File: src/rtl/ejinj_pkg.sv
package ejinj_pkg;
    parameter int unsigned SLOTS  = 4;
    parameter int unsigned NODE_W = 4;
    parameter int unsigned SEQ_W  = 3;
    parameter int unsigned DATA_W = 8;

    typedef struct packed {
        logic              valid;
        logic [NODE_W-1:0] dest;
        logic              golden;
        logic [SEQ_W-1:0]  seq;
        logic [DATA_W-1:0] data;
    } flit_t;
endpackage

File: src/rtl/ejinj_eject_sel.sv
module ejinj_eject_sel
    import ejinj_pkg::*;
(
    input  logic                clk,
    input  logic                rst_n,
    input  flit_t               slot_in [SLOTS],
    input  logic [NODE_W-1:0]   local_id,
    output logic [SLOTS-1:0]    ej_oh
);
    logic [SLOTS-1:0] local_mask;
    logic [SLOTS-1:0] gold_mask;
    logic [SLOTS-1:0] cand;

    for (genvar i = 0; i < SLOTS; i++) begin : g_match
        assign local_mask[i] = slot_in[i].valid && (slot_in[i].dest == local_id);
        assign gold_mask[i]  = local_mask[i] && slot_in[i].golden;
    end

    always_comb begin
        cand  = (gold_mask != '0) ? gold_mask : local_mask;
        ej_oh = cand & (~cand + 1'b1);
    end

    AST_ONE_EJECT: assert property (@(posedge clk) disable iff (!rst_n) $onehot0(ej_oh));
    AST_EJECT_LOCAL: assert property (@(posedge clk) disable iff (!rst_n) (ej_oh & ~local_mask) == '0);
    AST_GOLDEN_FIRST: assert property (@(posedge clk) disable iff (!rst_n) (gold_mask != '0) |-> ((ej_oh & gold_mask) != '0));
endmodule

File: src/rtl/ejinj_inject_sel.sv
module ejinj_inject_sel
    import ejinj_pkg::*;
(
    input  logic                clk,
    input  logic                rst_n,
    input  logic [SLOTS-1:0]    free,
    input  logic                inj_valid,
    output logic [SLOTS-1:0]    inj_oh,
    output logic                inj_pop
);
    always_comb begin
        inj_oh  = inj_valid ? (free & (~free + 1'b1)) : '0;
        inj_pop = |inj_oh;
    end

    AST_INJ_INTO_FREE: assert property (@(posedge clk) disable iff (!rst_n) (inj_oh & ~free) == '0);
    AST_NO_POP_FULL: assert property (@(posedge clk) disable iff (!rst_n) (free == '0) |-> !inj_pop);
    AST_POP_NEEDS_HEAD: assert property (@(posedge clk) disable iff (!rst_n) inj_pop |-> inj_valid);
endmodule

File: src/rtl/ejinj_stage.sv
module ejinj_stage
    import ejinj_pkg::*;
(
    input  logic                      clk,
    input  logic                      rst_n,
    input  logic [NODE_W-1:0]         local_id,
    input  logic [SLOTS-1:0]          in_valid,
    input  logic [SLOTS*NODE_W-1:0]   in_dest,
    input  logic [SLOTS-1:0]          in_golden,
    input  logic [SLOTS*SEQ_W-1:0]    in_seq,
    input  logic [SLOTS*DATA_W-1:0]   in_data,
    input  logic                      inj_valid,
    input  logic [NODE_W-1:0]         inj_dest,
    input  logic                      inj_golden,
    input  logic [SEQ_W-1:0]          inj_seq,
    input  logic [DATA_W-1:0]         inj_data,
    output logic                      inj_pop,
    output logic [SLOTS-1:0]          out_valid,
    output logic [SLOTS*NODE_W-1:0]   out_dest,
    output logic [SLOTS-1:0]          out_golden,
    output logic [SLOTS*SEQ_W-1:0]    out_seq,
    output logic [SLOTS*DATA_W-1:0]   out_data,
    output logic                      ej_valid,
    output logic [NODE_W-1:0]         ej_dest,
    output logic                      ej_golden,
    output logic [SEQ_W-1:0]          ej_seq,
    output logic [DATA_W-1:0]         ej_data
);
    flit_t            slot_in  [SLOTS];
    flit_t            slot_nxt [SLOTS];
    flit_t            slot_q   [SLOTS];
    flit_t            ej_nxt;
    flit_t            ej_q;
    flit_t            inj_flit;
    logic [SLOTS-1:0] ej_oh;
    logic [SLOTS-1:0] inj_oh;
    logic [SLOTS-1:0] free;

    for (genvar i = 0; i < SLOTS; i++) begin : g_unpack
        assign slot_in[i] = '{valid:  in_valid[i],
                              dest:   in_dest[i*NODE_W +: NODE_W],
                              golden: in_golden[i],
                              seq:    in_seq[i*SEQ_W +: SEQ_W],
                              data:   in_data[i*DATA_W +: DATA_W]};
        assign free[i] = !in_valid[i] || ej_oh[i];
    end

    assign inj_flit = '{valid: 1'b1, dest: inj_dest, golden: inj_golden,
                        seq: inj_seq, data: inj_data};

    ejinj_eject_sel u_eject (
        .clk      (clk),
        .rst_n    (rst_n),
        .slot_in  (slot_in),
        .local_id (local_id),
        .ej_oh    (ej_oh)
    );

    ejinj_inject_sel u_inject (
        .clk       (clk),
        .rst_n     (rst_n),
        .free      (free),
        .inj_valid (inj_valid),
        .inj_oh    (inj_oh),
        .inj_pop   (inj_pop)
    );

    always_comb begin
        ej_nxt = '0;
        for (int i = 0; i < SLOTS; i++) begin
            if (ej_oh[i]) ej_nxt = ej_nxt | slot_in[i];
            if (inj_oh[i])      slot_nxt[i] = inj_flit;
            else if (free[i])   slot_nxt[i] = '0;
            else                slot_nxt[i] = slot_in[i];
        end
    end

    always_ff @(posedge clk) begin
        if (!rst_n) begin
            ej_q <= '0;
            for (int i = 0; i < SLOTS; i++) slot_q[i] <= '0;
        end else begin
            ej_q <= ej_nxt;
            for (int i = 0; i < SLOTS; i++) slot_q[i] <= slot_nxt[i];
        end
    end

    for (genvar i = 0; i < SLOTS; i++) begin : g_pack
        assign out_valid[i]                    = slot_q[i].valid;
        assign out_dest[i*NODE_W +: NODE_W]    = slot_q[i].dest;
        assign out_golden[i]                   = slot_q[i].golden;
        assign out_seq[i*SEQ_W +: SEQ_W]       = slot_q[i].seq;
        assign out_data[i*DATA_W +: DATA_W]    = slot_q[i].data;
    end

    assign ej_valid  = ej_q.valid;
    assign ej_dest   = ej_q.dest;
    assign ej_golden = ej_q.golden;
    assign ej_seq    = ej_q.seq;
    assign ej_data   = ej_q.data;

    AST_FLIT_CONSERVE: assert property (@(posedge clk) disable iff (!rst_n)
        $past(rst_n) |-> ($countones(out_valid) + int'(ej_valid) ==
                          $countones($past(in_valid)) + int'($past(inj_pop))));
    AST_EJ_DEST_LOCAL: assert property (@(posedge clk) disable iff (!rst_n)
        ($past(rst_n) && ej_valid) |-> (ej_dest == $past(local_id)));
    AST_RESET_EMPTY: assert property (@(posedge clk)
        $past(!rst_n) |-> (out_valid == '0 && !ej_valid));
endmodule

File: config.mk
export PLATFORM = sky130hd
export DESIGN_NAME = ejinj_stage
export DESIGN_NICKNAME = d
export VERILOG_FILES = /design/src/rtl/ejinj_pkg.sv /design/src/rtl/ejinj_eject_sel.sv /design/src/rtl/ejinj_inject_sel.sv /design/src/rtl/ejinj_stage.sv
export SDC_FILE = /design/constraint.sdc
export NUM_CORES = 1
export LEC_CHECK = 0
export BUFFER_PORTS_ARGS = -buffer_cell sky130_fd_sc_hd__buf_2
export CAP_MARGIN = 20
export CORE_ASPECT_RATIO = 1.4
export CORE_MARGIN = 2
export CORE_UTILIZATION = 40
export DETAILED_ROUTE_END_ITERATION = 8
export PLACE_DENSITY = 0.82
export SYNTH_ARGS = -nofsm -noshare
export SYNTH_HDL_FRONTEND = slang
export SYNTH_SLANG_ARGS = --single-unit
export TNS_END_PERCENT = 100
File: constraint.sdc
create_clock -name clk -period 2 [get_ports clk]
set_input_delay 0.1 -clock clk [delete_from_list [all_inputs] [get_ports clk]]
set_output_delay 0.1 -clock clk [all_outputs]
set_load 0.01 [all_outputs]
# Yosys cells after proc, flatten, opt, wreduce, memory -nomap -nowiden
# Memory sizes are Yosys's and may differ from the RTL's.
# Cells that the tools add are included.
dict set report word_totals {
  input_bits 91
  elab_cells 61
  regBits 17
  mem_bits_ro 0
  latch_bits 0
  n_memories 1
  output_inout_bits 86
  mem_bits_rw 68
}
# memory depth width rd rd_clocked_by_memory_dff write_ports line
set mem_list {}
lappend mem_list {slot_q 4 17 4 0 4 ejinj_stage.sv:31} ;# flit_t slot_q [SLOTS];
dict set report classes {
  eq_ne 4
  order_cmp 0
  n_bitwise 11
  multipliers 0
  muxes 20
  div 0
  n_reduce_logical 18
  shift 0
  add_sub_neg 2
}
# op n
set op_table {}
lappend op_table {{two-way mux 17 bit} 16}
lappend op_table {{bitwise OR 17 bit} 3}
lappend op_table {{equality test 4 bit} 4}
lappend op_table {{adder 4 x 1 -> 4 bit, second input constant} 2}
lappend op_table {{bitwise AND 4 bit} 2}
lappend op_table {{logical AND 1 bit} 8}
lappend op_table {{two-way mux 4 bit} 2}
lappend op_table {{inverter 4 bit} 2}
lappend op_table {{zero test 1 bit} 4}
lappend op_table {{logical OR 1 bit} 4}
lappend op_table {{bitwise OR 1 bit} 4}
lappend op_table {{nonzero test 4 bit} 1}
lappend op_table {{OR reduction 4 bit} 1}
lappend op_table {{two-way mux 1 bit} 2}

# Depth between registers and ports, before layout
dict set report depth {
  depth_word 15
  depth_mapped 9
  mapped_depth_nobuf 7
}

# By module
# From an unflattened synthesis, not the netlist that was laid out.
dict set report unflattened {
  cells_unflattened 357
  hier_area_um2 4106.4
}
# module instances cells_each area_per_inst_um2 seq_area_each_um2
set by_module_without_submodules {}
lappend by_module_without_submodules {ejinj_stage 1 314 3736.1 1701.6}
lappend by_module_without_submodules {ejinj_eject_sel 1 37 322.8 0.0}
lappend by_module_without_submodules {ejinj_inject_sel 1 6 47.5 0.0}

# Worst setup path after synthesis
# Ideal clock, no wire load.
dict set report synth_path {
  path_type {input to register}
  from {input port in_dest[4]}
  to {memory slot_q[3][11] (netlist bit)}
  path_buffers 2
  setup_time_ns 0.070
  arrival_time_ns 1.982
  stages 9
  setup_slack_ns -0.052
  t_required_ns 1.930
  cell_sequence {xor2_1 nor3_1 nand4_1 a32o_1 and2_1 buf_6 a2111o_1 buf_6 o2bb2ai_1}
}
# item line
set synth_rtl {}
lappend synth_rtl {{from (decl)} ejinj_stage.sv:8} ;# input logic [SLOTS*NODE_W-1:0] in_dest,
lappend synth_rtl {{to (decl)} ejinj_stage.sv:31}

# Final worst setup path
dict set report layout_path {
  from {input port local_id[2]}
  to {register ej_q (netlist bit ej_valid)}
}
dict set report layout_between {
  elab_chain_len 15
  elab_cells_between_ends 24
  cone_classes {1 x add/sub; 4 x eq/ne; 5 x mux; 5 x bitwise; 9 x reduce/logical}
}
# item line
set layout_lines {}
lappend layout_lines {{from (decl)} ejinj_stage.sv:6} ;# input logic [NODE_W-1:0] local_id,
lappend layout_lines {{equality test 4 bit} ejinj_eject_sel.sv:15} ;# assign local_mask[i] = slot_in[i].valid && (slot_in[i].dest == local_id);
lappend layout_lines {{logical AND 1 bit} ejinj_eject_sel.sv:15}
lappend layout_lines {{logical AND 1 bit} ejinj_eject_sel.sv:16} ;# assign gold_mask[i] = local_mask[i] && slot_in[i].golden;
lappend layout_lines {{nonzero test 4 bit} ejinj_eject_sel.sv:20} ;# cand = (gold_mask != '0) ? gold_mask : local_mask;
lappend layout_lines {{two-way mux 4 bit (*)} ejinj_eject_sel.sv:20}
lappend layout_lines {{inverter 4 bit} ejinj_eject_sel.sv:21} ;# ej_oh = cand & (~cand + 1'b1);
lappend layout_lines {{adder 4 x 1 -> 4 bit} ejinj_eject_sel.sv:21}
lappend layout_lines {{bitwise AND 4 bit (*)} ejinj_eject_sel.sv:21}
lappend layout_lines {{two-way mux 17 bit} ejinj_stage.sv:71} ;# if (ej_oh[i]) ej_nxt = ej_nxt | slot_in[i];
lappend layout_lines {{bitwise OR 17 bit} ejinj_stage.sv:71}
lappend layout_lines {{two-way mux 17 bit} ejinj_stage.sv:71}
lappend layout_lines {{bitwise OR 17 bit} ejinj_stage.sv:71}
lappend layout_lines {{two-way mux 17 bit} ejinj_stage.sv:71}
lappend layout_lines {{bitwise OR 17 bit} ejinj_stage.sv:71}
lappend layout_lines {{two-way mux 17 bit (*)} ejinj_stage.sv:71}
lappend layout_lines {{to (signal assigned)} ejinj_stage.sv:83} ;# ej_q <= ej_nxt;
lappend layout_lines {{to (decl)} ejinj_stage.sv:33} ;# flit_t ej_q;
# Mark *: on every way between the ends. The rest lies on a longest branch, timed or not.
# A chain may end at the register's enable or synchronous reset.

==> flow_summary_export.csv <==
group,metric,value,unit
global_routing,grt_util_all_layers,29.7,%
worst_setup_path,path_class,"input pin to flip-flop",
routing,drt_iter0_markers,465,
timing,holdWs,0.0112,ns
routing,first_pass_iters,6,
final_layout,fin_area,5790,µm²
placement,port_buffers,176,
worst_setup_path,crit_fanout,4,
worst_setup_path,worst_ep_arrival_time,2.59,ns
clocking,cts-htree-levels,3,
timing,slew_headroom,25.4,%
routing,via_per_inst,6.01,
power,power.share.clock,41.5,%
placement,place_inst,675,
global_routing,gr-total-overflow,0,
timing,setup_tns,-0.688,ns
synth,synth_compound_area_share,30.4,%
synth,avgSynthCellArea,9.59,µm²
power,leakage,2.68,nW
final_layout,final_nets,706,
final_layout,area_delta_synth_final,63.6,%
outcome,violations,"negative setup slack",
timing,fmax,415,MHz
clocking,cts.sinks,85,
synth,ys_seq_area_share,48.1,%
outcome,outcome,"complete, but fails checks",
routing,drtAntennaViolNets,0,
routing,wl_per_cell,21.0,µm
final_layout,layoutNonFillerInstCount,726,
synth,syn_inst,369,
floorplanning,core-area,8610,µm²
synth,synth_simple_gate_area_share,13.5,%
floorplanning,start_util,41.1,%
clocking,tritoncts,"built",
synth,async_flop_share,0,%
placement,placed_area,4890,µm²
floorplanning,pin_count,177,
clocking,cts_max_path_buffers,2,
routing,drc,0,
worst_setup_path,end_kind,"flip-flop",
floorplanning,dieArea,9630,µm²
floorplanning,die_y,115,µm
placement,place_hpwl,9910,µm
power,combPwrFrac,18.0,%
synth,synth_top_family_by_area,"compound AO/OA/AOI/OAI gates",
final_layout,final_util,67.3,%
timing,finalMaxSlewViolations,0,
power,p_sw_share,25.9,%
global_routing,grt_first_pass_wirelength,22000,µm
global_routing,grt_max_degree,28,
timing,setup_ws,-0.412,ns
run,max_cap_violations,0,
power,powerDensity,772,nW/µm²
synth,synth_nets,460,
synth,synth_cell_types,43,
power,p_int,3.31,mW
power,power,4.47,mW
global_routing,grt_antenna_before_repair,0,
final_layout,drive_above_1_share,49.8,%
synth,synth-seq-cells,85,
timing,rsz0062_at_grt,"yes",
timing,fin_crit_sh,121,%
worst_setup_path,worstPathRequired,2.18,ns
timing,period_needed,2.41,ns
timing,hold_violations,0,
power,p_seq_share,40.5,%
synth,synth-adder-area-share,0,%
synth,synth_area,3540,µm²
synth,synth_xor_area_share,3.71,%
timing,worst_pin_slew,1.09,ns
placement,pre_cts_slack,-0.356,ns
clocking,clockRootBuffer,"clkbuf_16",
global_routing,grt_pass1_vias,4303,
floorplanning,core.rowCount,40,
routing,vias,4361,
synth,dominantRegCellSynth,"dfxtp_1",
clocking,clkSlewWorstSetupHoldPaths,0.06,ns
power,irDropWorstVdd,0.580,mV
min_path,min_path_type,"input pin to flip-flop",
floorplanning,die_x,83.5,µm
power,p_switching,1.16,mW
placement,place_congestion,0.998,
synth,synth_edf_count,0,
synth,yosysWarnings,0,
worst_setup_path,start_kind,"input pin",
clocking,numCtsBuffers,9,
routing,wl,15200,µm
timing,setup_viol,15,
synth,muxShareOfSynthArea,0,%
[critical path, stage by stage]
cell	delay, ns
buf_6	0.11
buf_4	0.13
xor2_2	0.15
nor3_4	0.19
nand4_1	0.29
a31oi_4	0.27
nor2_2	0.07
buf_4	0.15
buf_4	0.13
a2111oi_0	0.91
nor2_1	0.08
[state kept, by name, indices dropped and copies added (netlist names)]
register,cells
ej_seq,3
slot_q,68
ej_golden,1
ej_valid,1
ej_dest,4
ej_data,8
[cell usage after synthesis (all sizes together) (7+ instances only)]
cell     number  area share, %
o21ai        16            2.3
a221oi       16            4.0
clkbuf       24            2.5
o2bb2ai      30            8.7
nor2         39            4.1
a32o         17            4.8
nand2        23            2.4
dfxtp        85             48
xor2         11            2.7
a21oi        19            2.7
a22o         16            4.0
nand3        23            3.3
buf           7            1.3
[what timing repair did]
item                                    in CTS  in global routing
setup buffers                               16                  2
resized for setup                           23                 34
cloned                                       0                  1
endpoints found under the setup margin       5                 63
hold buffers                                17                  0
pin swaps                                   17                 24
hold endpoints to repair                    23                  0
[cell type report]
cell class              instances  area [µm²]
diodes                          1        2.50
repair buffers                266        1700
multi-input cells             249        1910
clock buffers                  11         253
inverters                       4        15.0
clock inverters                 5        81.3
fillers                       676        2820
well taps                     105         131
flip-flops and latches         85        1700
[power groups by stage]
stage,combinational [mW],clock (mW),sequential (mW)
after floorplan,0.255,0,1.89
after global placement,0.676,0,1.85
after detailed placement,0.689,0,1.85
after CTS,0.748,1.87,1.81
after global routing,0.857,1.95,1.82
final,0.807,1.86,1.81
[layout by cell type (no fill, tap or decap), types with 3 or more instances in the layout]
| master | instances |
|---|---|
| xor2_2 | 4 |
| buf_6 | 13 |
| nand2_1 | 21 |
| nor3_2 | 3 |
| a32o_1 | 16 |
| dlygate4sd3_1 | 17 |
| a21oi_1 | 17 |
| xnor2_2 | 3 |
| o2bb2ai_2 | 10 |
| a221oi_1 | 15 |
| buf_4 | 61 |
| dfxtp_1 | 85 |
| clkbuf_16 | 9 |
| nor2_1 | 37 |
| inv_1 | 4 |
| o2bb2ai_1 | 20 |
| buf_12 | 3 |
| o21ai_0 | 15 |
| a22o_1 | 16 |
| nand3_1 | 22 |
| buf_2 | 172 |
| xor2_1 | 7 |
[worst paths after layout]
path	slack [ns]	cells past startpoint	to	start
min	0.01	3	slot_q[0][8]$_SDFF_PN0_	in_seq[0]
max	-0.41	11	ej_valid$_SDFF_PN0_	local_id[2]
[layer usage]
layer  global-route usage, %  wire, µm  vias up
met5                       0         0        -
met4                    18.3       822        0
met3                    8.04      1700       88
met2                    52.9      7640      361
met1                    31.4      5080     2028
li1                        -         -     1884
[logic make-up (layout without fill, tap and decap cells)]
| group | after synthesis | after routing |
|---|---|---|
| AND/OR/NAND/NOR | 104 | 104 |
| AO/OA/AOI/OAI | 130 | 130 |
| buffers and inverters | 35 | 286 |
| flip-flops | 85 | 85 |
| XOR/XNOR | 15 | 15 |
| other | 0 | 1 |
Power figures use the tool's default switching activity.
